===== config.mk =====
export PLATFORM = sky130hd
export DESIGN_NAME = segment_refresh_seq
export DESIGN_NICKNAME = d
export VERILOG_FILES = /design/src/rtl/seg_refresh_pkg.sv /design/src/rtl/seg_frame_gen.sv /design/src/rtl/seg_serializer.sv /design/src/rtl/segment_refresh_seq.sv
export SDC_FILE = /design/constraint.sdc
export NUM_CORES = 1
export LEC_CHECK = 0
export ABC_AREA = 0
export BUFFER_PORTS_ARGS = -buffer_cell sky130_fd_sc_hd__buf_2
export CELL_PAD_IN_SITES_DETAIL_PLACEMENT = 1
export CELL_PAD_IN_SITES_GLOBAL_PLACEMENT = 2
export CORE_UTILIZATION = 48
export CTS_BUF_LIST = sky130_fd_sc_hd__clkbuf_2 sky130_fd_sc_hd__clkbuf_4 sky130_fd_sc_hd__clkbuf_8
export CTS_CLUSTER_DIAMETER = 150
export DETAILED_ROUTE_END_ITERATION = 6
export GPL_TIMING_DRIVEN = 0
export PLACE_DENSITY_LB_ADDON = 0.1
export SLEW_MARGIN = 10
export SYNTH_ARGS = -nofsm -noshare
export SYNTH_HDL_FRONTEND = slang
export SYNTH_HIERARCHICAL = 1
export SYNTH_SLANG_ARGS = --single-unit

===== constraint.sdc =====
create_clock -name clk -period 10.55 [get_ports clk]
set_input_delay 1.055 -clock clk [delete_from_list [all_inputs] [get_ports clk]]
set_output_delay 1.055 -clock clk [all_outputs]
set_load 0.05 [all_outputs]

===== src/rtl/seg_refresh_pkg.sv =====
package seg_refresh_pkg;
  typedef enum logic [1:0] {
    ST_IDLE  = 2'd0,
    ST_SHIFT = 2'd1,
    ST_WAIT  = 2'd2,
    ST_LATCH = 2'd3
  } seq_state_t;
endpackage


===== src/rtl/seg_frame_gen.sv =====
// Free-running alternating frame signal plus latch timing hints.
module seg_frame_gen #(
  parameter int HALF  = 833333,
  parameter int LAT_W = 50
) (
  input  logic clk,
  input  logic rst_n,
  output logic frm,
  output logic arm,
  output logic fall_now
);
  localparam int CW = $clog2(HALF + 1);

  logic [CW-1:0] cnt_q, cnt_d;
  logic          frm_q, frm_d;

  always_comb begin
    cnt_d = cnt_q - CW'(1);
    frm_d = frm_q;
    if (cnt_q == '0) begin
      cnt_d = CW'(HALF - 1);
      frm_d = ~frm_q;
    end
  end

  always_ff @(posedge clk or negedge rst_n) begin
    if (!rst_n) begin
      cnt_q <= CW'(HALF - 1);
      frm_q <= 1'b0;
    end else begin
      cnt_q <= cnt_d;
      frm_q <= frm_d;
    end
  end

  assign frm      = frm_q;
  // Raising the latch here leaves exactly LAT_W high cycles before the fall.
  assign arm      = frm_q && (cnt_q == CW'(LAT_W));
  assign fall_now = frm_q && (cnt_q == '0);
endmodule


===== src/rtl/seg_serializer.sv =====
// Sends N bits MSB first; data moves on sck rise, the driver samples on fall.
module seg_serializer #(
  parameter int N    = 80,
  parameter int HALF = 50
) (
  input  logic         clk,
  input  logic         rst_n,
  input  logic         start,
  input  logic [N-1:0] word,
  output logic         sck,
  output logic         sdat,
  output logic         fin
);
  localparam int PW = $clog2(HALF + 1);
  localparam int BW = $clog2(N);

  logic          act_q, act_d;
  logic          sck_q, sck_d;
  logic [PW-1:0] ph_q, ph_d;
  logic [BW-1:0] bit_q, bit_d;
  logic [N-1:0]  sh_q, sh_d;

  always_comb begin
    act_d = act_q;
    sck_d = sck_q;
    ph_d  = ph_q;
    bit_d = bit_q;
    sh_d  = sh_q;
    fin   = 1'b0;
    if (start) begin
      act_d = 1'b1;
      sck_d = 1'b1;
      ph_d  = '0;
      bit_d = '0;
      sh_d  = word;
    end else if (act_q) begin
      if (ph_q == PW'(HALF - 1)) begin
        ph_d = '0;
        if (sck_q) begin
          sck_d = 1'b0;
        end else if (bit_q == BW'(N - 1)) begin
          act_d = 1'b0;
          fin   = 1'b1;
        end else begin
          sh_d  = {sh_q[N-2:0], 1'b0};
          bit_d = bit_q + BW'(1);
          sck_d = 1'b1;
        end
      end else begin
        ph_d = ph_q + PW'(1);
      end
    end
  end

  always_ff @(posedge clk or negedge rst_n) begin
    if (!rst_n) begin
      act_q <= 1'b0;
      sck_q <= 1'b0;
      ph_q  <= '0;
      bit_q <= '0;
      sh_q  <= '0;
    end else begin
      act_q <= act_d;
      sck_q <= sck_d;
      ph_q  <= ph_d;
      bit_q <= bit_d;
      sh_q  <= sh_d;
    end
  end

  assign sck  = sck_q;
  assign sdat = act_q & sh_q[N-1];
endmodule


===== src/rtl/segment_refresh_seq.sv =====
module segment_refresh_seq
  import seg_refresh_pkg::*;
#(
  parameter int NSEG       = 80,
  parameter int FRAME_HALF = 833333,
  parameter int SCK_HALF   = 50,
  parameter int LATCH_W    = 50
) (
  input  logic            clk,
  input  logic            rst_n,
  input  logic            load,
  input  logic            com_mode,
  input  logic [NSEG-1:0] image,
  output logic            frm,
  output logic            sck,
  output logic            sdat,
  output logic            lat,
  output logic            busy,
  output logic            done
);
  logic [1:0] rs_q;
  logic       rst_int_n;

  always_ff @(posedge clk or negedge rst_n) begin
    if (!rst_n) rs_q <= 2'b00;
    else        rs_q <= {rs_q[0], 1'b1};
  end
  assign rst_int_n = rs_q[1];

  logic arm, fall_now, fin, start;

  seg_frame_gen #(.HALF(FRAME_HALF), .LAT_W(LATCH_W)) u_frame (
    .clk(clk), .rst_n(rst_int_n), .frm(frm), .arm(arm), .fall_now(fall_now)
  );

  seq_state_t      state_q, state_d;
  logic [NSEG-1:0] pend_q, pend_d;
  logic            pend_v_q, pend_v_d;
  logic            lat_q, done_q;

  seg_serializer #(.N(NSEG), .HALF(SCK_HALF)) u_ser (
    .clk(clk), .rst_n(rst_int_n), .start(start), .word(pend_q),
    .sck(sck), .sdat(sdat), .fin(fin)
  );

  assign start = (state_q == ST_IDLE) && pend_v_q;

  always_comb begin
    state_d = state_q;
    unique case (state_q)
      ST_IDLE:  if (start)    state_d = ST_SHIFT;
      ST_SHIFT: if (fin)      state_d = ST_WAIT;
      ST_WAIT:  if (arm)      state_d = ST_LATCH;
      ST_LATCH: if (fall_now) state_d = ST_IDLE;
      default:                state_d = ST_IDLE;
    endcase
  end

  always_comb begin
    pend_d   = pend_q;
    pend_v_d = pend_v_q;
    if (load) begin
      pend_d   = com_mode ? {image[NSEG-1:1], 1'b0} : image;
      pend_v_d = 1'b1;
    end else if (start) begin
      pend_v_d = 1'b0;
    end
  end

  always_ff @(posedge clk or negedge rst_int_n) begin
    if (!rst_int_n) begin
      state_q  <= ST_IDLE;
      pend_q   <= '0;
      pend_v_q <= 1'b0;
      lat_q    <= 1'b0;
      done_q   <= 1'b0;
    end else begin
      state_q  <= state_d;
      pend_q   <= pend_d;
      pend_v_q <= pend_v_d;
      lat_q    <= (state_d == ST_LATCH);
      done_q   <= (state_q == ST_LATCH) && fall_now;
    end
  end

  assign lat  = lat_q;
  assign busy = (state_q != ST_IDLE);
  assign done = done_q;
endmodule


==> metrics.md <==
| Metric | Value |
|---|---|
| Final hold viol count | 0 |
| Synthesis Warnings | 6 |
| Synth Area in Compound Gates | 2.154% |
| Drt drc | 0 |
| Area taken by flip-flops and latches | 5097 sq um |
| Switching power | 0.5363 mW |
| Simple-Gate Fraction of Synth Area | 7.375% |
| Hold_buf cts | 0 |
| Avg WL per Cell | 18.50 microns |
| Sequential share of the synthesized area | 53.14% |
| First-pass GRT wire length | 32.73 mm |
| Critical Path Start Type | flip-flop |
| Post-Syn Instances | 650 |
| Via count | 5639 |
| Global Route Usage Sum | 20.44% |
| H-tree depth | 2 |
| Clock Tree Buf Depth | 3 |
| Area share of fa/ha/maj cells after synthesis | 0.7832% |
| Final ANT Viol Nets | 0 |
| Crit Path Class | flip-flop to output port |
| Period utilization | 26.32% |
| Final core utilization | 57.34% |
| Routed Wire Length | 19.77 mm |
| Max_cap viols | 0 |
| Num CTS Buffers | 36 |
| # port buffers | 88 |
| Top-Level Pins | 90 |
| Clk_lat worst skew | 0.52 ns |
| Leakage | 5.337 nW |
| Share of layout cells above drive strength 1 | 54.73% |
| Sink Count | 203 |
| Die H | 143.3 microns |
| Pint | 1.563 mW |
| Power per cell area | 187.5 nW/um^2 |
| HPWL Detailed | 13.31 mm |
| RSZ-0062 raised after global routing | no |
| Seq cells post-synth | 203 |
| Cell Area, Synth | 9585 sq um |
| Initial antenna violation count | 2 |
| Starting DRT DRC Count | 129 |
| Clk pin slew, worst setup/hold paths | 0.06 ns |
| Antenna cells | 0 |
| Worst Setup SP | u_ser/act_q$_DFF_PN0_ |
| Mux share of post-synthesis cell area | 31.76% |
| Setup Viol. Count Final | 0 |
| Placed cells | 1006 |
| Fin Clk Skew | 0.01520 ns |
| Clock share of power | 35.7% |
| CORE AREA | 19530 sq um |
| Die span in x | 143.3 microns |
| Status | completed |
| Area of the die | 20540 sq um |
| Drt first pass iters | 4 |
| Worst slew pin tran | 0.9598 ns |
| Start of the worst register-to-register path | state_q[1]$_DFF_PN0_ |
| VDD IR max | 0.1025 mV |
| Grt ovf | 0 |
| Cell Chain, Critical Path | clkbuf_1 > and2_1 > buf_2 |
| Sequential fraction of design power | 47.8% |
| Comb pwr share | 16.5% |
| Layout fillers | 1950 |
| Largest net degree at the start of global routing | 61 |
| Distinct cells, synth | 57 |
| Top delay family on crit path | buffers and inverters |
| Vias in the first global route | 6199 |
| Synthesized net count | 740 |
| Post-CTS setup buffers | 0 |
| Placement Rows | 51 |
| Ys flop type | dfrtp_1 |
| Critical path data required time | 9.50 ns |
| EDFF count, synth | 0 |
| Slowest CP cell | dfrtp_1 |
| CP Capture Type | output port |
| Worst path buffer plus inverter count | 2 |
| Setup TNS | 0 ns |
| Fmax | 360.1 MHz |
| Ys async rst share | 100.0% |
| Crit path max fanout | 10 |
| Post-Syn Area per Cell | 14.75 sq um |
| Footprint of the multi-input gates | 4165 sq um |
| Slew margin rel. | 35.42% |
| CP max stage delay | 0.39 ns |
| Area Overhead vs Synth | 16.81% |
| Max-slew violations | 0 |
| Root buf cell | clkbuf_8 |
| Final nets | 869 |
| Post-CTS sizing | 0 |
| CTS tree | yes |
| Layout Cells excl Fill | 1069 |
| CP arrival | 1.72 ns |
| GPL Wtd Cong | 0.7623 |
| Starting Density | 49.09% |
| XOR/XNOR Fraction of Synth Area | 1.279% |
| Largest family of logic cells by synthesized area | multiplexers |
| Via density | 5.275 |
| Crit path time final | 2.777 ns |
| Sw Ratio | 25.54% |
| Worst hold path class | input pin to async pin |
==> logic make-up after synthesis <==
logic type	count (synthesis)
other	1
muxes	240
and+or+nand+nor	110
DFF	203
buffers and inverters	43
AOI/OAI and AO/OA	33
xor gates and xnor gates	14
adders and majority gates	6
==> layout make-up <==
class                   count  area share (%)
flip-flops and latches    203           45.52
multi-input cells         404           37.20
clock buffers              58           6.403
repair buffers             91           4.671
well taps                 265           2.961
plain buffers              35           2.704
clock inverters             5          0.2682
inverters                   8          0.2682
==> worst register-to-register path: cells and delay by family, from the launching register on <==
kind / cells / cell delay (ns)
multiplexers: 2 / 0.69
AND/OR/NAND/NOR: 2 / 0.44
flip-flops: 1 / 0.43
buffers and inverters: 2 / 1.10
==> per-layer routing <==
layer  GRT usage [%]  up-vias  routed length [microns]
met2           33.09       87                     9666
met5               0        -                       34
met4           6.495        4                      363
li1                -     2610                        -
met3           3.965       36                      645
met1           27.70     2902                     9064
==> registers in the layout, summed over array words and instances, names as in the netlist, 2 cells and up <==
signal         cells
pend_q            80
rs_q               2
state_q            2
u_frame/cnt_q     20
u_ser/bit_q        7
u_ser/ph_q         6
u_ser/sh_q        80
==> stage by stage <==
stage | setup WS (ns) | hold slack, ns | area, sq um | power (mW)
2_1_floorplan | 4.494 | 0.3312 | 9585 | 1.264
3_3_place_gp | 2.371 | 0.3394 | 10360 | 1.331
3_5_place_dp | 7.780 | 0.3532 | 10440 | 1.367
4_1_cts | 7.726 | 0.2846 | 11190 | 2.133
5_1_grt | 7.574 | 0.2863 | 11200 | 2.214
6_report | 7.773 | 0.3163 | 11200 | 2.100
==> cell usage after synthesis, types with 3 or more instances <==
cell type	count	area, sq um
a21o_1	3	22.52
a21oi_1	10	50.05
buf_12	7	140.1
buf_2	7	35.03
buf_6	4	45.04
clkbuf_1	14	52.55
dfrtp_1	192	4805
dfstp_2	11	289.0
ha_1	6	75.07
inv_1	8	30.03
mux2_2	152	1712
mux2_4	87	1306
nand2_1	20	75.07
nand2b_1	6	37.54
nand3_1	12	60.06
nand4_1	7	43.79
nand4b_1	5	43.79
nor2_1	18	67.56
nor4_1	5	31.28
o21ai_0	8	40.04
o31ai_1	5	37.54
or2_2	3	18.77
or3_1	3	18.77
or4_1	5	37.54
xnor2_1	5	43.79
xor2_1	9	78.83
==> power by group through the flow <==
stage               clock network [mW]  registers (mW)  logic, mW
floorplan                            0           0.997      0.266
global placement                     0            1.02      0.313
detailed placement                   0            1.02      0.350
CTS                              0.775            1.01      0.352
global route                     0.810            1.02      0.381
finish                           0.749            1.00      0.346
==> path summary, 6_finish.rpt <==
check                                             end  slack (ns)  depth (start not counted)
setup / recovery                                 sdat        7.77                          3
hold / removal                      rs_q[0]$_DFF_PN0_        0.32                          1
setup reg to reg           u_ser/sh_q[48]$_DFFE_PN0P_        7.78                          6
hold reg to reg                pend_q[75]$_DFFE_PN0P_        0.35                          0
max in group asynchronous  u_frame/cnt_q[2]$_DFF_PN1_        9.45                          1
min in group clk                    rs_q[1]$_DFF_PN0_        0.36                          0
==> cell usage in the layout, fill, tap and decap left out, drive strengths merged, types with 9 or more instances in the layout <==
| master | count |
|---|---|
| clkbuf | 72 |
| xor2 | 9 |
| dfstp | 11 |
| nand3 | 13 |
| mux2 | 239 |
| a21oi | 11 |
| nor2 | 18 |
| buf | 112 |
| nand2 | 20 |
| dfrtp | 192 |
No activity file was read; power rests on OpenSTA's default activity.
